File: config.mk
export PLATFORM = sky130hd
export DESIGN_NAME = insn_prefetch
export DESIGN_NICKNAME = d
export VERILOG_FILES = /design/src/rtl/pfx_pkg.sv /design/src/rtl/pfx_word_fifo.sv /design/src/rtl/pfx_fetch_req.sv /design/src/rtl/pfx_align.sv /design/src/rtl/insn_prefetch.sv
export SDC_FILE = /design/constraint.sdc
export NUM_CORES = 1
export LEC_CHECK = 0
export BUFFER_PORTS_ARGS = -buffer_cell sky130_fd_sc_hd__buf_2
export CAP_MARGIN = 20
export CORE_UTILIZATION = 60
export CTS_CLUSTER_SIZE = 24
export DETAILED_ROUTE_END_ITERATION = 6
export PLACE_DENSITY = 0.89
export SLEW_MARGIN = 20
export SYNTH_ARGS = -nofsm -noshare
export SYNTH_HDL_FRONTEND = slang
export SYNTH_SLANG_ARGS = --single-unit
File: constraint.sdc
create_clock -name clk -period 5.75 [get_ports clk]
set_clock_uncertainty 0.15 [all_clocks]
set_input_delay 0 -clock clk [delete_from_list [all_inputs] [get_ports clk]]
set_output_delay 0 -clock clk [all_outputs]
set_load 0.01 [all_outputs]
File: src/rtl/pfx_pkg.sv
package pfx_pkg;
  localparam int unsigned WORD_W = 32;
  localparam int unsigned HALF_W = 16;

  typedef logic [WORD_W-1:0] word_t;
  typedef logic [HALF_W-1:0] half_t;

  // what the realigner offers in the current cycle
  typedef struct packed {
    logic  valid;
    logic  cmp;
    logic  pop;
    word_t insn;
  } issue_t;
endpackage

File: src/rtl/pfx_word_fifo.sv
module pfx_word_fifo
  import pfx_pkg::*;
#(
  parameter int unsigned DEPTH = 3,
  localparam int unsigned PW = (DEPTH > 1) ? $clog2(DEPTH) : 1,
  localparam int unsigned CW = $clog2(DEPTH + 1)
) (
  input  logic          clk,
  input  logic          rst_n,
  input  logic          clear,
  input  logic          push,
  input  word_t         wdata,
  input  logic          pop,
  output word_t         head,
  output half_t         next_lo,
  output logic [CW-1:0] cnt
);
  localparam logic [PW-1:0] LAST = PW'(DEPTH - 1);

  word_t         mem_q [DEPTH];
  logic [PW-1:0] rd_q, rd_d, wr_q, wr_d, rd_nxt;
  logic [CW-1:0] cnt_q, cnt_d;
  logic          ptr_en;

  function automatic logic [PW-1:0] wrap_inc(input logic [PW-1:0] p);
    return (p == LAST) ? '0 : p + 1'b1;
  endfunction

  assign rd_nxt  = wrap_inc(rd_q);
  assign head    = mem_q[rd_q];
  assign next_lo = mem_q[rd_nxt][HALF_W-1:0];
  assign cnt     = cnt_q;

  always_comb begin
    rd_d  = rd_q;
    wr_d  = wr_q;
    cnt_d = cnt_q;
    if (clear) begin
      rd_d  = '0;
      wr_d  = '0;
      cnt_d = '0;
    end else begin
      if (push) wr_d = wrap_inc(wr_q);
      if (pop)  rd_d = rd_nxt;
      cnt_d = cnt_q + CW'(push) - CW'(pop);
    end
  end

  assign ptr_en = clear | push | pop;

  always_ff @(posedge clk or negedge rst_n) begin
    if (!rst_n) begin
      rd_q  <= '0;
      wr_q  <= '0;
      cnt_q <= '0;
    end else if (ptr_en) begin
      rd_q  <= rd_d;
      wr_q  <= wr_d;
      cnt_q <= cnt_d;
    end
  end

  // data storage carries no reset
  for (genvar g = 0; g < DEPTH; g++) begin : g_slot
    logic slot_en;
    assign slot_en = push && !clear && (wr_q == PW'(g));
    always_ff @(posedge clk) begin
      if (slot_en) mem_q[g] <= wdata;
    end
  end
endmodule

File: src/rtl/pfx_fetch_req.sv
module pfx_fetch_req
  import pfx_pkg::*;
#(
  parameter int unsigned DEPTH      = 3,
  parameter word_t       RESET_ADDR = 32'h0000_0080,
  localparam int unsigned CW = $clog2(DEPTH + 1)
) (
  input  logic          clk,
  input  logic          rst_n,
  input  logic          flush,
  input  word_t         target,
  input  logic          gnt,
  input  logic          rvalid,
  input  logic [CW-1:0] fifo_cnt,
  output logic          req,
  output word_t         addr,
  output logic          push,
  output logic [CW-1:0] outst
);
  localparam logic [CW:0] LIMIT = DEPTH[CW:0];
  localparam word_t       WMASK = ~word_t'(3);

  word_t         faddr_q, faddr_d;
  logic [CW-1:0] outst_q, outst_d, drop_q, drop_d;
  logic [CW:0]   used;
  logic          granted, faddr_en, cnt_en;

  assign used    = {1'b0, fifo_cnt} + {1'b0, outst_q};
  assign req     = used < LIMIT;
  assign granted = req & gnt;
  assign addr    = faddr_q;
  assign outst   = outst_q;
  assign push    = rvalid && (drop_q == '0) && !flush;

  always_comb begin
    faddr_d = faddr_q;
    if (flush)        faddr_d = target & WMASK;
    else if (granted) faddr_d = faddr_q + word_t'(4);
  end

  always_comb begin
    outst_d = outst_q + CW'(granted) - CW'(rvalid);
    drop_d  = drop_q;
    if (flush)                          drop_d = outst_d;
    else if (rvalid && drop_q != '0)    drop_d = drop_q - 1'b1;
  end

  assign faddr_en = flush | granted;
  assign cnt_en   = flush | granted | rvalid;

  always_ff @(posedge clk or negedge rst_n) begin
    if (!rst_n)        faddr_q <= RESET_ADDR & WMASK;
    else if (faddr_en) faddr_q <= faddr_d;
  end

  always_ff @(posedge clk or negedge rst_n) begin
    if (!rst_n) begin
      outst_q <= '0;
      drop_q  <= '0;
    end else if (cnt_en) begin
      outst_q <= outst_d;
      drop_q  <= drop_d;
    end
  end
endmodule

File: src/rtl/pfx_align.sv
module pfx_align
  import pfx_pkg::*;
#(
  parameter int unsigned DEPTH = 3,
  localparam int unsigned CW = $clog2(DEPTH + 1)
) (
  input  logic          half_sel,
  input  word_t         head,
  input  half_t         next_lo,
  input  logic [CW-1:0] cnt,
  output issue_t        iss
);
  half_t first;
  logic  have1, have2, is_cmp;

  assign first  = half_sel ? head[WORD_W-1:HALF_W] : head[HALF_W-1:0];
  assign is_cmp = first[1:0] != 2'b11;
  assign have1  = cnt != '0;
  assign have2  = cnt > CW'(1);

  always_comb begin
    iss.cmp = is_cmp;
    iss.pop = half_sel | ~is_cmp;
    if (is_cmp) begin
      iss.valid = have1;
      iss.insn  = {{HALF_W{1'b0}}, first};
    end else if (half_sel) begin
      iss.valid = have2;
      iss.insn  = {next_lo, first};
    end else begin
      iss.valid = have1;
      iss.insn  = head;
    end
  end
endmodule

File: src/rtl/insn_prefetch.sv
module insn_prefetch
  import pfx_pkg::*;
#(
  parameter int unsigned FIFO_DEPTH = 3,
  parameter logic [31:0] RESET_ADDR = 32'h0000_0080
) (
  input  logic        clk,
  input  logic        rst_n,
  input  logic        flush_i,
  input  logic [31:0] target_i,
  output logic        mem_req_o,
  output logic [31:0] mem_addr_o,
  input  logic        mem_gnt_i,
  input  logic        mem_rvalid_i,
  input  logic [31:0] mem_rdata_i,
  output logic [31:0] insn_o,
  output logic [31:0] insn_addr_o,
  output logic        insn_valid_o,
  output logic        insn_cmp_o,
  input  logic        dec_ready_i
);
  localparam int unsigned CW    = $clog2(FIFO_DEPTH + 1);
  localparam word_t       HMASK = ~word_t'(1);

  logic [CW-1:0] fifo_cnt, outst_cnt;
  logic          fifo_push, fifo_pop, fire, pc_en;
  word_t         head_w, pc_q, pc_d;
  half_t         next_lo;
  issue_t        iss;

  pfx_fetch_req #(.DEPTH(FIFO_DEPTH), .RESET_ADDR(RESET_ADDR)) u_req (
    .clk      (clk),
    .rst_n    (rst_n),
    .flush    (flush_i),
    .target   (target_i),
    .gnt      (mem_gnt_i),
    .rvalid   (mem_rvalid_i),
    .fifo_cnt (fifo_cnt),
    .req      (mem_req_o),
    .addr     (mem_addr_o),
    .push     (fifo_push),
    .outst    (outst_cnt)
  );

  pfx_word_fifo #(.DEPTH(FIFO_DEPTH)) u_fifo (
    .clk     (clk),
    .rst_n   (rst_n),
    .clear   (flush_i),
    .push    (fifo_push),
    .wdata   (mem_rdata_i),
    .pop     (fifo_pop),
    .head    (head_w),
    .next_lo (next_lo),
    .cnt     (fifo_cnt)
  );

  pfx_align #(.DEPTH(FIFO_DEPTH)) u_align (
    .half_sel (pc_q[1]),
    .head     (head_w),
    .next_lo  (next_lo),
    .cnt      (fifo_cnt),
    .iss      (iss)
  );

  assign fire     = iss.valid & dec_ready_i & ~flush_i;
  assign fifo_pop = fire & iss.pop;

  always_comb begin
    pc_d = pc_q;
    if (flush_i)   pc_d = target_i & HMASK;
    else if (fire) pc_d = pc_q + (iss.cmp ? word_t'(2) : word_t'(4));
  end

  assign pc_en = flush_i | fire;

  always_ff @(posedge clk or negedge rst_n) begin
    if (!rst_n)     pc_q <= RESET_ADDR & HMASK;
    else if (pc_en) pc_q <= pc_d;
  end

  assign insn_o       = iss.insn;
  assign insn_addr_o  = pc_q;
  assign insn_valid_o = iss.valid;
  assign insn_cmp_o   = iss.cmp;
endmodule

==> flow_metrics.py <==
metrics = {
    "run_status": {
        "status": "finished clean",
    },
    "logic_synthesis": {
        "post_synth_num_cell_types": 66,
        "synth-compound-area-share_pct": 12.8,
        "average_instance_area_after_synthesis_um2": 10.9,
        "synth-async-reset-ratio_pct": 42.5,
        "synth-warning-count": 0,
        "netlist_top_cells_area": "edfxtp_1 34%, dfrtp_1 20%, mux2i_1 7.1%, nor2_1 3.8%, a21oi_1 3.7%",
        "main_combinational_cell_family_by_area_after_synthesis": "simple AND/OR/NAND/NOR gates",
        "synth_most_common_cell": "edfxtp_1",
        "synth_adder_area_share_pct": 1.69,
        "netlist.top_cell.by_area": "edfxtp_1",
        "postSynthRegisterBits": 167,
        "synth-edff-count": 96,
        "synth_simple_gate_area_share_pct": 16.0,
        "post_synth_mux_area_share_pct": 8.49,
        "synthesis.instances": 792,
        "synth-xor-area-share_pct": 3.46,
        "register_area_share_after_synthesis_pct": 54.2,
        "synth_area_um2": 8600,
        "synth.top_cell.area_share_pct": 33.5,
        "synthFlopType": "edfxtp_1",
        "netlist_top_cells_count": "96 x edfxtp_1, 88 x nor2_1, 69 x dfrtp_1, 64 x a21oi_1, 61 x mux2i_1",
    },
    "route": {
        "drt_first_pass_iters": 6,
        "wl_per_cell_um": 19.0,
        "route.met3.wl_um": 1870,
        "routed_wirelength_um": 23000,
        "antenna_violating_nets_left": 0,
        "wl_met2_um": 11800,
        "routed_via_density": 6.16,
        "top_signal_layer_used": "met4",
        "remaining_drc_errors": 0,
        "wirelength_met1_um": 8530,
        "first_iter_violations": 824,
        "detailed_route_via_count": 7464,
    },
    "cts": {
        "ctsHtreeMaxLevel": 4,
        "clk_root_buffer_cell": "clkbuf_16",
        "ctsLongestPathBuffers": 2,
        "clock-sinks": 167,
        "cts.reportedPaths.clkPinSlew_ns": 0.07,
        "worst_skew_pair.late_latency_ns": 0.43,
        "cts-resized-gates": 0,
        "post_cts.repair.setup_buffers": 0,
        "tritoncts": "built",
        "total_clock_buffers_created_by_cts": 17,
    },
    "timing": {
        "final-setup-viol-count": 0,
        "hold_viol_final": 0,
        "max_clock_freq_ghz": 0.253,
        "rsz0062_at_grt": "no",
        "relSlewSlack_pct": 39.2,
        "period_minus_slack_ns": 3.96,
        "timing.setup.tns_ns": 0,
        "period_share_pct": 68.8,
        "worst_slew_pin_slew_ns": 0.913,
        "number_of_slew_limit_violations_in_the_final_report": 0,
    },
    "setup_path": {
        "critPathRequiredTime_ns": 5.92,
        "crit_buf_inv": 2,
        "slowest_delay_ns": 0.58,
        "worstPathMaxFanout": 18,
        "cp_class": "reg2reg",
        "cpLargestDelayFamily": "compound AO/OA/AOI/OAI gates",
        "critPathSlowestCell": "nand2_1",
        "cp_data_arrival_time_ns": 4.13,
        "element_type_at_the_critical_path_end": "flop",
        "cp-start-kind": "flop",
        "crit_chain": "inv_2 > o211ai_2 > a22oi_2 > nand2_1 > xnor2_1 > ha_1 > a31oi_2 > buf_4 > nor4b_1 > o31a_1",
    },
    "global_route": {
        "grt_antenna_before_repair": 0,
        "grt_first_pass_wirelength_um": 36200,
        "grtUsageTotal_pct": 32.2,
        "globalRouteOverflowTotal": 0,
        "vias_in_the_first_global_route": 7321,
        "grt_max_degree": 82,
    },
    "power_and_ir_drop": {
        "total_power_mw": 3.26,
        "power.density_cell_area_nw_per_um2": 299,
        "ir_worst_vdd_v": 0.000261,
        "clock_power_share_pct": 35.0,
        "internal_power_mw": 2.26,
        "netSwitchingFraction_pct": 30.5,
        "p_comb_share_pct": 20.0,
        "leakage_nw": 4.21,
        "pwr-share-seq_pct": 45.0,
        "switching_power_total_mw": 0.994,
    },
    "floorplanning": {
        "die_w_um": 122,
        "floorplan.die_area_um2": 14800,
        "starting_density_pct": 61.7,
        "design.portCount": 169,
        "die_h_um": 122,
        "fp-row-count": 43,
        "core_region_area_um2": 13900,
    },
    "job": {
        "timing.max_cap.violations": 0,
    },
    "final_layout": {
        "fin_util_pct": 78.3,
        "synthToLayoutAreaGrowth_pct": 26.8,
        "fraction_of_layout_cells_with_a_size_suffix_above_1_pct": 23.7,
        "final_nets": 1099,
        "antenna_cells": 0,
        "n_fill_cell": 812,
    },
    "hold_path": {
        "worst_hold_path_type": "in2async",
    },
    "placement": {
        "routability_driven_placement_congestion_ratio": 0.846,
        "numPortBuffers": 164,
        "post-dp-hpwl_um": 13200,
    },
}
[stage by stage]
step | worst slack (ns) | instance area [um2] | hold slack [ns] | std cells
final | 1.79 | 10900 | 0.156 | 1211
after CTS | 1.84 | 10900 | 0.137 | 1210
after global placement | 2.00 | 9550 | 0.0497 | 1102
after detailed placement | 1.89 | 9550 | 0.0534 | 1102
after global routing | 1.59 | 10900 | 0.155 | 1211
after floorplan | 1.96 | 8610 | -0.446 | 794
[sequential cells by signal (all words and copies together) (netlist names)]
name / count
u_fifo.mem_q: 96
u_fifo.rd_q: 2
u_req.addr: 30
u_req.drop_q: 2
u_fifo.wr_q: 2
u_req.outst: 2
u_fifo.cnt: 2
insn_addr_o: 31
[logic make-up after synthesis]
family	count (synthesis)
AOI/OAI and AO/OA	176
xor gates and xnor gates	34
adders and majority gates	11
buffers and inverters	66
DFF	167
muxes	71
other	1
and+or+nand+nor	266
[tightest hold or removal path, stage by stage]
cell           delay [ns]
dlygate4sd3_1        0.52
buf_2                0.09
buf_4                0.68
[layer usage]
layer  GRT usage [%]  up-vias
met5               0        -
met4            16.0        0
met3            7.16       78
met2            55.9      421
met1            37.6     3570
li1                -     3395
[final timing paths]
| path | depth (start not counted) | slack [ns] | startpoint | end |
|---|---|---|---|---|
| max in group asynchronous | 3 | 4.64 | rst_n | u_fifo.rd_q[1] |
| setup / recovery | 10 | 1.79 | insn_addr_o[1] | insn_addr_o[13] |
| hold / removal | 3 | 0.16 | rst_n | u_req.addr[30] |
| min in group clk | 2 | 0.16 | mem_rdata_i[27] | u_fifo.mem_q[2][27] |
| hold reg to reg | 1 | 0.40 | u_req.outst[1] | u_req.outst[1] |
| setup reg to reg | 10 | 1.79 | insn_addr_o[1] | insn_addr_o[13] |
[final cells by class]
| type | instances | area (um2) | share of cell area [%] |
|---|---|---|---|
| Sequential cell | 167 | 4660 | 42.8 |
| Multi-Input combinational cell | 561 | 3680 | 33.8 |
| Inverter | 18 | 67.6 | 0.619 |
| Clock inverter | 15 | 161 | 1.48 |
| Tap cell | 180 | 225 | 2.06 |
| Timing Repair Buffer | 253 | 1680 | 15.4 |
| Clock buffer | 17 | 425 | 3.90 |
[power groups by stage]
stage / Sequential, mW / Clock, mW / Combinational [mW]
final: 1.47 / 1.14 / 0.651
after global routing: 1.48 / 1.19 / 0.715
after CTS: 1.46 / 1.14 / 0.637
after detailed placement: 1.48 / 0 / 0.582
after global placement: 1.48 / 0 / 0.558
after floorplan: 1.49 / 0 / 0.360
[cells in the final DEF (no fill, tap or decap), drive strengths merged, types with 25 or more instances in the layout]
cell         count
edfxtp          96
nand2           59
o21ai           39
dfrtp           69
nor2            88
mux2i           61
a21oi           64
inv             25
dlygate4sd3     76
buf            177
[what timing repair did]
action	4_1_cts	5_1_grt
setup endpoints to repair	0	0
hold buffers	76	0
endpoints found under the hold margin	234	0
(Power assumes the default switching activity.)
